### src/rtl/msix_tbl_pkg.sv
package msix_tbl_pkg;
    typedef enum logic [1:0] {
        RG_NONE  = 2'd0,
        RG_ENTRY = 2'd1,
        RG_PBA   = 2'd2,
        RG_TC    = 2'd3
    } region_e;

    typedef enum logic {
        ST_IDLE = 1'b0,
        ST_RESP = 1'b1
    } bus_state_e;

    localparam logic [1:0] WORD_VEC  = 2'd2;
    localparam logic [1:0] WORD_CTRL = 2'd3;
endpackage

### src/rtl/msix_addr_decode.sv
module msix_addr_decode
    import msix_tbl_pkg::*;
#(
    parameter int ADDR_W = 12,
    parameter int ENT_W = 7,
    parameter int GSEL_W = 2,
    parameter logic [ADDR_W-1:0] PBA_BASE = 12'h3F0,
    parameter logic [ADDR_W-1:0] TC_ADDR = 12'h3E0
) (
    input  logic [ADDR_W-1:0] addr_i,
    output region_e           region_o,
    output logic [ENT_W-1:0]  entry_o,
    output logic [1:0]        word_o,
    output logic [GSEL_W-1:0] grp_o
);
    logic unused_byte;
    assign unused_byte = ^addr_i[1:0];

    always_comb begin
        if (addr_i[ADDR_W-1])
            region_o = RG_ENTRY;
        else if (addr_i[ADDR_W-1:2+GSEL_W] == PBA_BASE[ADDR_W-1:2+GSEL_W])
            region_o = RG_PBA;
        else if (addr_i[ADDR_W-1:2] == TC_ADDR[ADDR_W-1:2])
            region_o = RG_TC;
        else
            region_o = RG_NONE;
    end

    assign entry_o = addr_i[4 +: ENT_W];
    assign word_o  = addr_i[3:2];
    assign grp_o   = addr_i[2 +: GSEL_W];
endmodule

### src/rtl/msix_entry_store.sv
module msix_entry_store #(
    parameter int NUM_TRIG = 128,
    parameter int VEC_W = 5,
    localparam int ENT_W = $clog2(NUM_TRIG)
) (
    input  logic                      clk_i,
    input  logic                      rst_ni,
    input  logic                      wr_vec_i,
    input  logic                      wr_mask_i,
    input  logic [ENT_W-1:0]          entry_i,
    input  logic [VEC_W-1:0]          wvec_i,
    input  logic                      wmask_i,
    input  logic [NUM_TRIG-1:0]       mask_set_i,
    input  logic [NUM_TRIG-1:0]       mask_clr_i,
    output logic [VEC_W-1:0]          rd_vec_o,
    output logic                      rd_mask_o,
    output logic [NUM_TRIG*VEC_W-1:0] vec_o,
    output logic [NUM_TRIG-1:0]       mask_o
);
    logic [VEC_W-1:0]    vec_q [NUM_TRIG];
    logic [NUM_TRIG-1:0] mask_q;

    for (genvar t = 0; t < NUM_TRIG; t++) begin : g_slot
        logic hit;
        assign hit = (entry_i == ENT_W'(t));

        always_ff @(posedge clk_i or negedge rst_ni) begin
            if (!rst_ni)
                vec_q[t] <= '0;
            else if (wr_vec_i && hit)
                vec_q[t] <= wvec_i;
        end

        // group-side set beats clear, both beat a table write
        always_ff @(posedge clk_i or negedge rst_ni) begin
            if (!rst_ni)
                mask_q[t] <= 1'b1;
            else if (mask_set_i[t])
                mask_q[t] <= 1'b1;
            else if (mask_clr_i[t])
                mask_q[t] <= 1'b0;
            else if (wr_mask_i && hit)
                mask_q[t] <= wmask_i;
        end

        assign vec_o[t*VEC_W +: VEC_W] = vec_q[t];
    end

    assign mask_o    = mask_q;
    assign rd_vec_o  = vec_q[entry_i];
    assign rd_mask_o = mask_q[entry_i];
endmodule

### src/rtl/msix_vector_table.sv
module msix_vector_table
    import msix_tbl_pkg::*;
#(
    parameter int NUM_TRIG = 128,
    parameter int GRP_W = 32,
    parameter int VEC_W = 5,
    parameter int TC_W = 3,
    parameter int ADDR_W = 12,
    parameter int DATA_W = 32,
    localparam int NUM_GRP = NUM_TRIG / GRP_W,
    localparam int ENT_W = $clog2(NUM_TRIG),
    localparam int GSEL_W = (NUM_GRP > 1) ? $clog2(NUM_GRP) : 1
) (
    input  logic                      clk_i,
    input  logic                      rst_ni,
    input  logic                      req_i,
    input  logic                      we_i,
    input  logic [ADDR_W-1:0]         addr_i,
    input  logic [DATA_W/8-1:0]       wstrb_i,
    input  logic [DATA_W-1:0]         wdata_i,
    output logic                      ack_o,
    output logic [DATA_W-1:0]         rdata_o,
    input  logic [NUM_TRIG-1:0]       cause_i,
    input  logic [NUM_TRIG-1:0]       mask_set_i,
    input  logic [NUM_TRIG-1:0]       mask_clr_i,
    output logic [NUM_TRIG*VEC_W-1:0] vec_o,
    output logic [NUM_TRIG-1:0]       mask_o,
    output logic [TC_W-1:0]           tc_o
);
    bus_state_e state_q, state_d;
    region_e    region;
    logic [ENT_W-1:0]  entry;
    logic [1:0]        word;
    logic [GSEL_W-1:0] grp;
    logic accept, wr_ok;
    logic wr_vec, wr_mask, wr_tc;
    logic [VEC_W-1:0] rd_vec;
    logic rd_mask;
    logic [TC_W-1:0] tc_q;
    logic [DATA_W-1:0] rd_mux, rdata_q;
    logic [GRP_W-1:0] cause_w [NUM_GRP];

    logic unused_in;
    assign unused_in = ^{wstrb_i[DATA_W/8-1:1], wdata_i[DATA_W-1:VEC_W]};

    msix_addr_decode #(
        .ADDR_W(ADDR_W), .ENT_W(ENT_W), .GSEL_W(GSEL_W)
    ) u_dec (
        .addr_i(addr_i), .region_o(region), .entry_o(entry),
        .word_o(word), .grp_o(grp)
    );

    // state register
    always_ff @(posedge clk_i or negedge rst_ni) begin
        if (!rst_ni) state_q <= ST_IDLE;
        else         state_q <= state_d;
    end

    // transitions: ACCEPT (IDLE->RESP), COMPLETE (RESP->IDLE)
    always_comb begin
        state_d = state_q;
        unique case (state_q)
            ST_IDLE: if (req_i) state_d = ST_RESP;
            ST_RESP: state_d = ST_IDLE;
        endcase
    end

    // outputs of the controller
    always_comb begin
        ack_o  = 1'b0;
        accept = 1'b0;
        unique case (state_q)
            ST_IDLE: accept = req_i;
            ST_RESP: ack_o  = 1'b1;
        endcase
    end

    assign wr_ok   = accept && we_i && wstrb_i[0];
    assign wr_vec  = wr_ok && (region == RG_ENTRY) && (word == WORD_VEC);
    assign wr_mask = wr_ok && (region == RG_ENTRY) && (word == WORD_CTRL);
    assign wr_tc   = wr_ok && (region == RG_TC);

    msix_entry_store #(.NUM_TRIG(NUM_TRIG), .VEC_W(VEC_W)) u_store (
        .clk_i(clk_i), .rst_ni(rst_ni),
        .wr_vec_i(wr_vec), .wr_mask_i(wr_mask), .entry_i(entry),
        .wvec_i(wdata_i[VEC_W-1:0]), .wmask_i(wdata_i[0]),
        .mask_set_i(mask_set_i), .mask_clr_i(mask_clr_i),
        .rd_vec_o(rd_vec), .rd_mask_o(rd_mask),
        .vec_o(vec_o), .mask_o(mask_o)
    );

    always_ff @(posedge clk_i or negedge rst_ni) begin
        if (!rst_ni)    tc_q <= '0;
        else if (wr_tc) tc_q <= wdata_i[TC_W-1:0];
    end
    assign tc_o = tc_q;

    for (genvar g = 0; g < NUM_GRP; g++) begin : g_grp
        assign cause_w[g] = cause_i[g*GRP_W +: GRP_W];
    end

    always_comb begin
        rd_mux = '0;
        unique case (region)
            RG_ENTRY: begin
                if (word == WORD_VEC)       rd_mux[VEC_W-1:0] = rd_vec;
                else if (word == WORD_CTRL) rd_mux[0] = rd_mask;
            end
            RG_PBA:  rd_mux[GRP_W-1:0] = cause_w[grp];
            RG_TC:   rd_mux[TC_W-1:0] = tc_q;
            RG_NONE: rd_mux = '0;
        endcase
    end

    always_ff @(posedge clk_i or negedge rst_ni) begin
        if (!rst_ni)                rdata_q <= '0;
        else if (accept && !we_i)   rdata_q <= rd_mux;
        else if (accept)            rdata_q <= '0;
    end
    assign rdata_o = rdata_q;
endmodule

### config.mk
export PLATFORM = sky130hd
export DESIGN_NAME = msix_vector_table
export DESIGN_NICKNAME = d
export VERILOG_FILES = /design/src/rtl/msix_tbl_pkg.sv /design/src/rtl/msix_addr_decode.sv /design/src/rtl/msix_entry_store.sv /design/src/rtl/msix_vector_table.sv
export SDC_FILE = /design/constraint.sdc
export NUM_CORES = 1
export LEC_CHECK = 0
export BUFFER_PORTS_ARGS = -buffer_cell sky130_fd_sc_hd__buf_4
export CAP_MARGIN = 20
export CORE_AREA = 2 2 487 489
export CTS_CLUSTER_SIZE = 20
export DETAILED_ROUTE_END_ITERATION = 8
export DIE_AREA = 0 0 489 491
export GPL_TIMING_DRIVEN = 0
export PLACE_DENSITY = 0.3
export SYNTH_ARGS = -nofsm -noshare
export SYNTH_HDL_FRONTEND = slang
export SYNTH_SLANG_ARGS = --single-unit
### constraint.sdc
create_clock -name clk_i -period 7 [get_ports clk_i]
set_input_delay 0 -clock clk_i [delete_from_list [all_inputs] [get_ports clk_i]]
set_output_delay 0 -clock clk_i [all_outputs]
set_load 0.01 [all_outputs]
==> metrics.yaml, run 1 <==
layout_min_cycle_time_ps: 5240
yosys.area.top_type: "dfrtp_1"
syn2layout_area_growth_pct: 61.3
cp.arrival_ps: 5930
portBuffers: 1198
path_clk_slew_ps: 60
maxCapViolCount: 0
finalSetupViolations: 0
clk_latency_ps: 790
cts_resized: 0
antenna_found_initial: 69
timing.fmax_ghz: 0.191
postSynthCellCount: 2716
hold_viol: 0
postCtsSetupBuffers: 0
drive_gt1_frac: 0.533
die_w_um: 489
worstMarginPinSlew_ps: 1260
grt_pass1_wl_um: 421000
holdWs_ps: 70.1
drt-vias-per-instance: 4.47
status: "complete, no violations"
drt_wl_total_um: 334000
synthTopCellsByArea: "dfrtp_1 44%, mux2_2 19%, mux4_2 15%, dfstp_2 8.7%, o21bai_1 2.0%"
hpwl_um: 266000
cpMaxStageDelayCell: "buf_1"
fp.dieH_um: 491
first_pass_iters: 5
numCtsBuffers: 111
skew_ps: 41.5
rsz0062_at_grt: "no"
wl_per_cell_um: 42.1
power_density_nw_per_um2: 199
cp.buffers_inverters: 7
vias: 35488
tritoncts: "built"
cp_max_fo: 11
place_inst: 7126
dp_slack_ps: 1450
synth_ff_type: "dfrtp_1"
leakage_nw: 28.5
crit_family: "buffers and inverters"
async_flop_share: 1.00
cp_common_cell: "buf_2"
synth.avg_cell_area_sq_um: 14.2
yosys.area.top_type_share: 0.437
cp-end-kind: "register"
fin_ws_ps: 1760
gr-usage-all-layers: 0.271
maxSlewViolCount: 0
die_area_sq_um: 240000
syn_nets: 3152
yosysUniqueCellTypes: 47
cts_sinks: 804
critical_path.cell_chain: "buf_2, buf_2, buf_2, nor2_1, buf_6, nand2_1, buf_2, buf_1, o22ai_1, o21bai_1, dlygate4sd3_1"
ys_warn_count: 0
nets: 5108
vdd_drop_max_v: 0.000177
overflow: 0
critical_path_class: "in2reg"
first_global_vias: 37381
synth-seq-cells: 804
place_congestion: 0.814
slowest_delay_ps: 920
clockBufferDepth: 3
ant_nets: 0
drtIter0Drc: 2234
worst_setup_path_start_kind: "input port"
ys_seq_area_frac: 0.524
htreeDepth: 3
io_pins: 1240
post-route-period-util: 0.749
drc: 0
required_ps: 7690
cts_root_buf: "clkbuf_16"
final_cell_count_no_fill: 7933
fin_util: 0.266
start_util: 0.165
core-area_sq_um: 235000
synth-edff-count: 0
max_slew_margin: 0.159
fillers: 24768
syn_area_sq_um: 38700
row_count: 178
min-delay-path-class: "in2reg"
grt_max_degree: 101
-- repair_timing --
| action | CTS | global route |
|---|---|---|
| hold buffers | 581 | 0 |
| endpoints found under the hold margin | 437 | 0 |
| setup endpoints to repair | 0 | 0 |
-- logic make-up (layout without fill, tap and decap cells) --
family	count (synthesis)	in the layout	synth area share
compound gates	348	348	0.0632
flops	804	804	0.524
other cells	0	29	0
simple gates	392	392	0.0468
buf+inv	258	2296	0.0280
mux	914	914	0.338
-- worst register-to-register path: cells and delay by family (launching register included) --
| kind | cells | cell delay, ps |
|---|---|---|
| compound gates | 2 | 560 |
| buf+inv | 3 | 1100 |
| flops | 1 | 370 |
| simple gates | 4 | 2190 |
-- cell usage in the layout, fill, tap and decap left out, types with 19 or more instances in the layout --
| cell type | netlist | final |
|---|---|---|
| buf_8 | 0 | 34 |
| o21bai_1 | 104 | 104 |
| o22ai_1 | 110 | 110 |
| clkbuf_1 | 152 | 168 |
| buf_4 | 3 | 1200 |
| buf_2 | 47 | 54 |
| a21oi_1 | 25 | 25 |
| buf_16 | 0 | 20 |
| clkbuf_8 | 0 | 27 |
| clkbuf_2 | 0 | 19 |
| nor3_1 | 85 | 84 |
| diode_2 | 0 | 29 |
| dfrtp_1 | 676 | 676 |
| dlygate4sd3_1 | 0 | 580 |
| mux2_2 | 643 | 643 |
| nand3_1 | 22 | 22 |
| nand2_1 | 43 | 43 |
| clkbuf_16 | 0 | 112 |
| nor2_1 | 168 | 168 |
| o31ai_1 | 24 | 24 |
| dfstp_2 | 128 | 128 |
| nor4_1 | 33 | 32 |
| mux2i_1 | 21 | 21 |
| a22oi_1 | 22 | 22 |
| inv_1 | 26 | 26 |
| mux4_2 | 250 | 250 |
| a22o_1 | 31 | 31 |
-- metal layers --
| metal | wire length (um) | share of wire | vias up | global-route usage |
|---|---|---|---|---|
| met3 | 23300 | 0.070 | 344 | 0.0708 |
| met2 | 168000 | 0.50 | 1533 | 0.477 |
| met1 | 132000 | 0.40 | 19243 | 0.322 |
| li1 | - | - | 14364 | - |
| met4 | 10600 | 0.032 | 4 | 0.0736 |
| met5 | 27 | 0.000081 | - | 0 |
-- final timing paths --
path                                                  end                    from  slack [ps]  cells after the start
min reg2reg                        rdata_o[6]$_DFFE_PN0P_  rdata_o[6]$_DFFE_PN0P_         510                      1
max reg2reg                 u_store.mask_o[6]$_DFFE_PN1P_       state_q$_DFF_PN0_        2690                      9
min                         u_store.vec_o[47]$_DFFE_PN0P_              wdata_i[2]          70                      2
max in group asynchronous  u_store.mask_o[80]$_DFFE_PN1P_                  rst_ni        4620                      7
max                         u_store.mask_o[4]$_DFFE_PN1P_               addr_i[5]        1760                     11
min in group asynchronous  u_store.vec_o[246]$_DFFE_PN0P_                  rst_ni         300                      4
-- flip-flops by register name, indices dropped and copies added (netlist names) --
signal / cells
state_q: 1
tc_o: 3
u_store.vec_o: 640
u_store.mask_o: 128
rdata_o: 32
-- power breakdown --
part           switching (W)  leakage [nW]  internal (W)
clock                0.00248          1.77       0.00337
sequential         0.0000848          10.8       0.00476
combinational       0.000987          15.9      0.000717
total                0.00355          28.5       0.00884
-- stage by stage --
step                TNS (ps)  cell area [sq um]  total power, W
CTS                        0              62300          0.0126
floorplan                  0              38700         0.00527
detailed placement         0              52900         0.00634
global placement    -3681150              51600         0.00627
finish                     0              62400          0.0124
global route               0              62400          0.0128
-- Yosys cell counts (all sizes together), types with 2 or more instances --
library cell,number
o21ai,3
a21oi,25
o21bai,104
a221oi,3
inv,26
mux2,643
nor3b,2
nand4,3
nor3,85
nor2b,9
or3,5
a22o,31
and4,2
o22ai,110
mux4,250
nand2b,6
a211o,2
a31oi,12
nand3,22
nor4,33
dfstp,128
nand2,43
and3,2
o221ai,4
buf,80
a22oi,22
and2,3
dfrtp,676
o31ai,24
mux2i,21
nand3b,3
clkbuf,152
o211ai,3
or2,2
nor2,169
-- layout make-up --
cell class,count,area [sq um],area share
tap,3150,3940,0.0631
inverter,26,97.6,0.00156
clock buffer,174,3310,0.0529
clock inverter,21,314,0.00503
timing repair buffer,1843,16000,0.257
antenna,29,72.6,0.00116
multi-input combinational,1654,17400,0.278
buffer,232,1020,0.0163
sequential,804,20300,0.325
No activity file was read; power rests on OpenSTA's default activity.
==> run 2, diff against run 1 <==
- clock period: 7 -> 5.27 ns (I/O delays scaled with it)
==> run 2 against run 1 <==
Compared with the run above:
- count of clock-buffer cells in the layout is the same
- cell area is essentially flat
- non-clock buffer count is the same
- worst setup slack lost 1600 ps
- critical endpoint is now u_store.mask_o[20]$_DFFE_PN1P_
- largest cell class unchanged
- largest power group unchanged
==> metrics.yaml, run 2 (synthesis gave the netlist of run 1 again) <==
status: "complete, no violations"  # unchanged
hold_viol: 0  # unchanged
largest_register_ff_count: 640  # unchanged
start_util: 0.165  # unchanged
cts_root_buf: "clkbuf_16"  # unchanged
power_density_nw_per_um2: 264  # was 199 nW/um^2
critical_path.cell_chain: "buf_2, buf_2, buf_2, nor2_1, buf_6, nand2_1, buf_2, buf_1, nor2_1, o31ai_1, dlygate4sd3_1"  # was buf_2, buf_2, buf_2, nor2_1, buf_6, nand2_1, buf_2, buf_1, o22ai_1, o21bai_1, dlygate4sd3_1
worst_setup_path_start_kind: "input port"  # unchanged
cpMaxStageDelayCell: "buf_1"  # unchanged
hpwl_um: 266000  # unchanged
antenna_found_initial: 68  # was 69
critical_path_class: "in2reg"  # unchanged
cts_sinks: 804  # unchanged
numCtsBuffers: 111  # unchanged
htreeDepth: 3  # unchanged
hold-path-cell-count: 2  # unchanged
maxSlewViolCount: 0  # unchanged
clockBufferDepth: 3  # unchanged
post-route-period-util: 0.979
min-delay-path-class: "in2reg"  # unchanged
grt_max_degree: 101  # unchanged
skew_ps: 41.0  # was 41.5 ps
drt-vias-per-instance: 4.49  # was 4.47
worstMarginPinSlew_ps: 1270  # was 1260 ps
ff2ff_path_depth: 9  # unchanged
power_frac_seq: 0.390  # about the same
portBuffers: 1198  # unchanged
required_ps: 5950  # was 7690 ps
switching_power_w: 0.00472  # was 0.00355 W
rrSetupSlack_ps: 950  # was 2690 ps
drc: 0  # unchanged
vdd_drop_max_v: 0.000236  # was 0.000177 V
timing.fmax_ghz: 0.194
leakage_nw: 28.5  # about the same
cts_resized: 0  # unchanged
clk_latency_ps: 790  # about the same
row_count: 178  # unchanged
ant_nets: 0  # unchanged
fp.dieH_um: 491  # unchanged
p_int_w: 0.0117  # was 0.00884 W
grt_pass1_wl_um: 421000  # about the same
rr_endpoint: "u_store.mask_o[6]$_DFFE_PN1P_"  # unchanged
maxCapViolCount: 0  # unchanged
layout_commonest_cell: "buf_4"  # unchanged
slowest_delay_ps: 950  # was 920 ps
syn2layout_area_growth_pct: 61.3  # about the same
gr-usage-all-layers: 0.271  # about the same
drt_wl_total_um: 334000  # about the same
min_to: "u_store.vec_o[47]$_DFFE_PN0P_"  # unchanged
drtIter0Drc: 2228  # was 2234
finalSetupViolations: 0  # unchanged
die_w_um: 489  # unchanged
die_area_sq_um: 240000  # unchanged
dpl_cell_area_sq_um: 52900  # unchanged
most-common-layout-cells: "1200 x buf_4, 676 x dfrtp_1, 643 x mux2_2"  # unchanged
drive_gt1_frac: 0.533  # unchanged
final_cell_area_sq_um: 62400  # about the same
first_pass_iters: 5  # unchanged
cp.arrival_ps: 5840  # was 5930 ps
max_slew_margin: 0.153  # was 0.159
rsz0062_at_grt: "no"  # unchanged
p_sw_frac: 0.287  # about the same
r2r-start: "state_q$_DFF_PN0_"  # unchanged
cp-end-kind: "register"  # unchanged
comb_power_share: 0.137  # was 0.138
hp-start: "wdata_i[2]"  # unchanged
place_congestion: 0.814  # unchanged
path_clk_slew_ps: 60  # about the same
overflow: 0  # unchanged
first_global_vias: 37363  # was 37381
finalPower_w: 0.0165  # was 0.0124 W
core-area_sq_um: 235000  # unchanged
wl_per_cell_um: 42.1  # about the same
io_pins: 1240  # unchanged
layout_min_cycle_time_ps: 5160
tritoncts: "built"  # unchanged
vias: 35553  # was 35488
cp_common_cell: "buf_2"  # unchanged
p_clk_frac: 0.472  # about the same
cp_max_fo: 11  # unchanged
nets: 5108  # unchanged
-- run 2: repair_timing --
action / CTS / global route
buffers inserted: 0 / 0
endpoints found under the hold margin: 437 / 0
endpoints found under the setup margin: 0 / 0
hold buffers: 581 / 0
-- run 2: metrics by stage --
step	TNS [ps]	setup slack [ps]	utilization	hold slack [ps]	std cells
6_report	0	112	0.266	58.4	7926
5_1_grt	0	163	0.266	36.4	7910
4_1_cts	0	122	0.266	2.91	7902
3_5_place_dp	-2320	-280	0.226	-111	7126
3_3_place_gp	-5115570	-7070	0.220	151	7064
2_1_floorplan	0	2980	-	-296	2716
-- run 2: metal layers --
layer	global-route usage	routed length, um	vias up
met2	0.477	167000	1550
li1	-	-	14345
met3	0.0710	23400	352
met4	0.0739	11200	6
met5	0	41	-
met1	0.321	132000	19300
-- run 2: power groups by stage --
stage / Clock, W / Sequential, W / Combinational [W]
floorplan: 0 / 0.00652 / 0.000487
global route: 0.00820 / 0.00643 / 0.00236
global placement: 0 / 0.00653 / 0.00179
CTS: 0.00798 / 0.00643 / 0.00230
finish: 0.00778 / 0.00643 / 0.00226
detailed placement: 0 / 0.00653 / 0.00189
-- run 2: worst max path at each step --
| stage | from | to | slack, ps |
|---|---|---|---|
| floorplan | state_q$_DFF_PN0_ | u_store.vec_o[550]$_DFFE_PN0P_ | 2980 |
| CTS | addr_i[5] | u_store.mask_o[20]$_DFFE_PN1P_ | 120 |
| global route | addr_i[5] | u_store.mask_o[104]$_DFFE_PN1P_ | 160 |
| finish | addr_i[5] | u_store.mask_o[20]$_DFFE_PN1P_ | 110 |
| detailed placement | addr_i[5] | u_store.mask_o[4]$_DFFE_PN1P_ | -280 |
| global placement | rst_ni | u_store.vec_o[468]$_DFFE_PN0P_ | -7070 |
-- run 2: critical path: cells and delay by family --
kind,cells,cell delay (ps)
buffers and inverters,7,4500
AND/OR/NAND/NOR,3,1000
AO/OA/AOI/OAI,1,260
-- run 2: area by class of cell --
| class | count | area [sq um] |
|---|---|---|
| Fill cell | 24779 | 172000 |
| Sequential cell | 804 | 20300 |
| Multi-Input combinational cell | 1654 | 17400 |
| Timing Repair Buffer | 1843 | 16000 |
| Tap cell | 3150 | 3940 |
| Clock buffer | 174 | 3310 |
| Buffer | 232 | 1020 |
| Clock inverter | 21 | 314 |
| Inverter | 26 | 97.6 |
| Antenna cell | 22 | 55.1 |
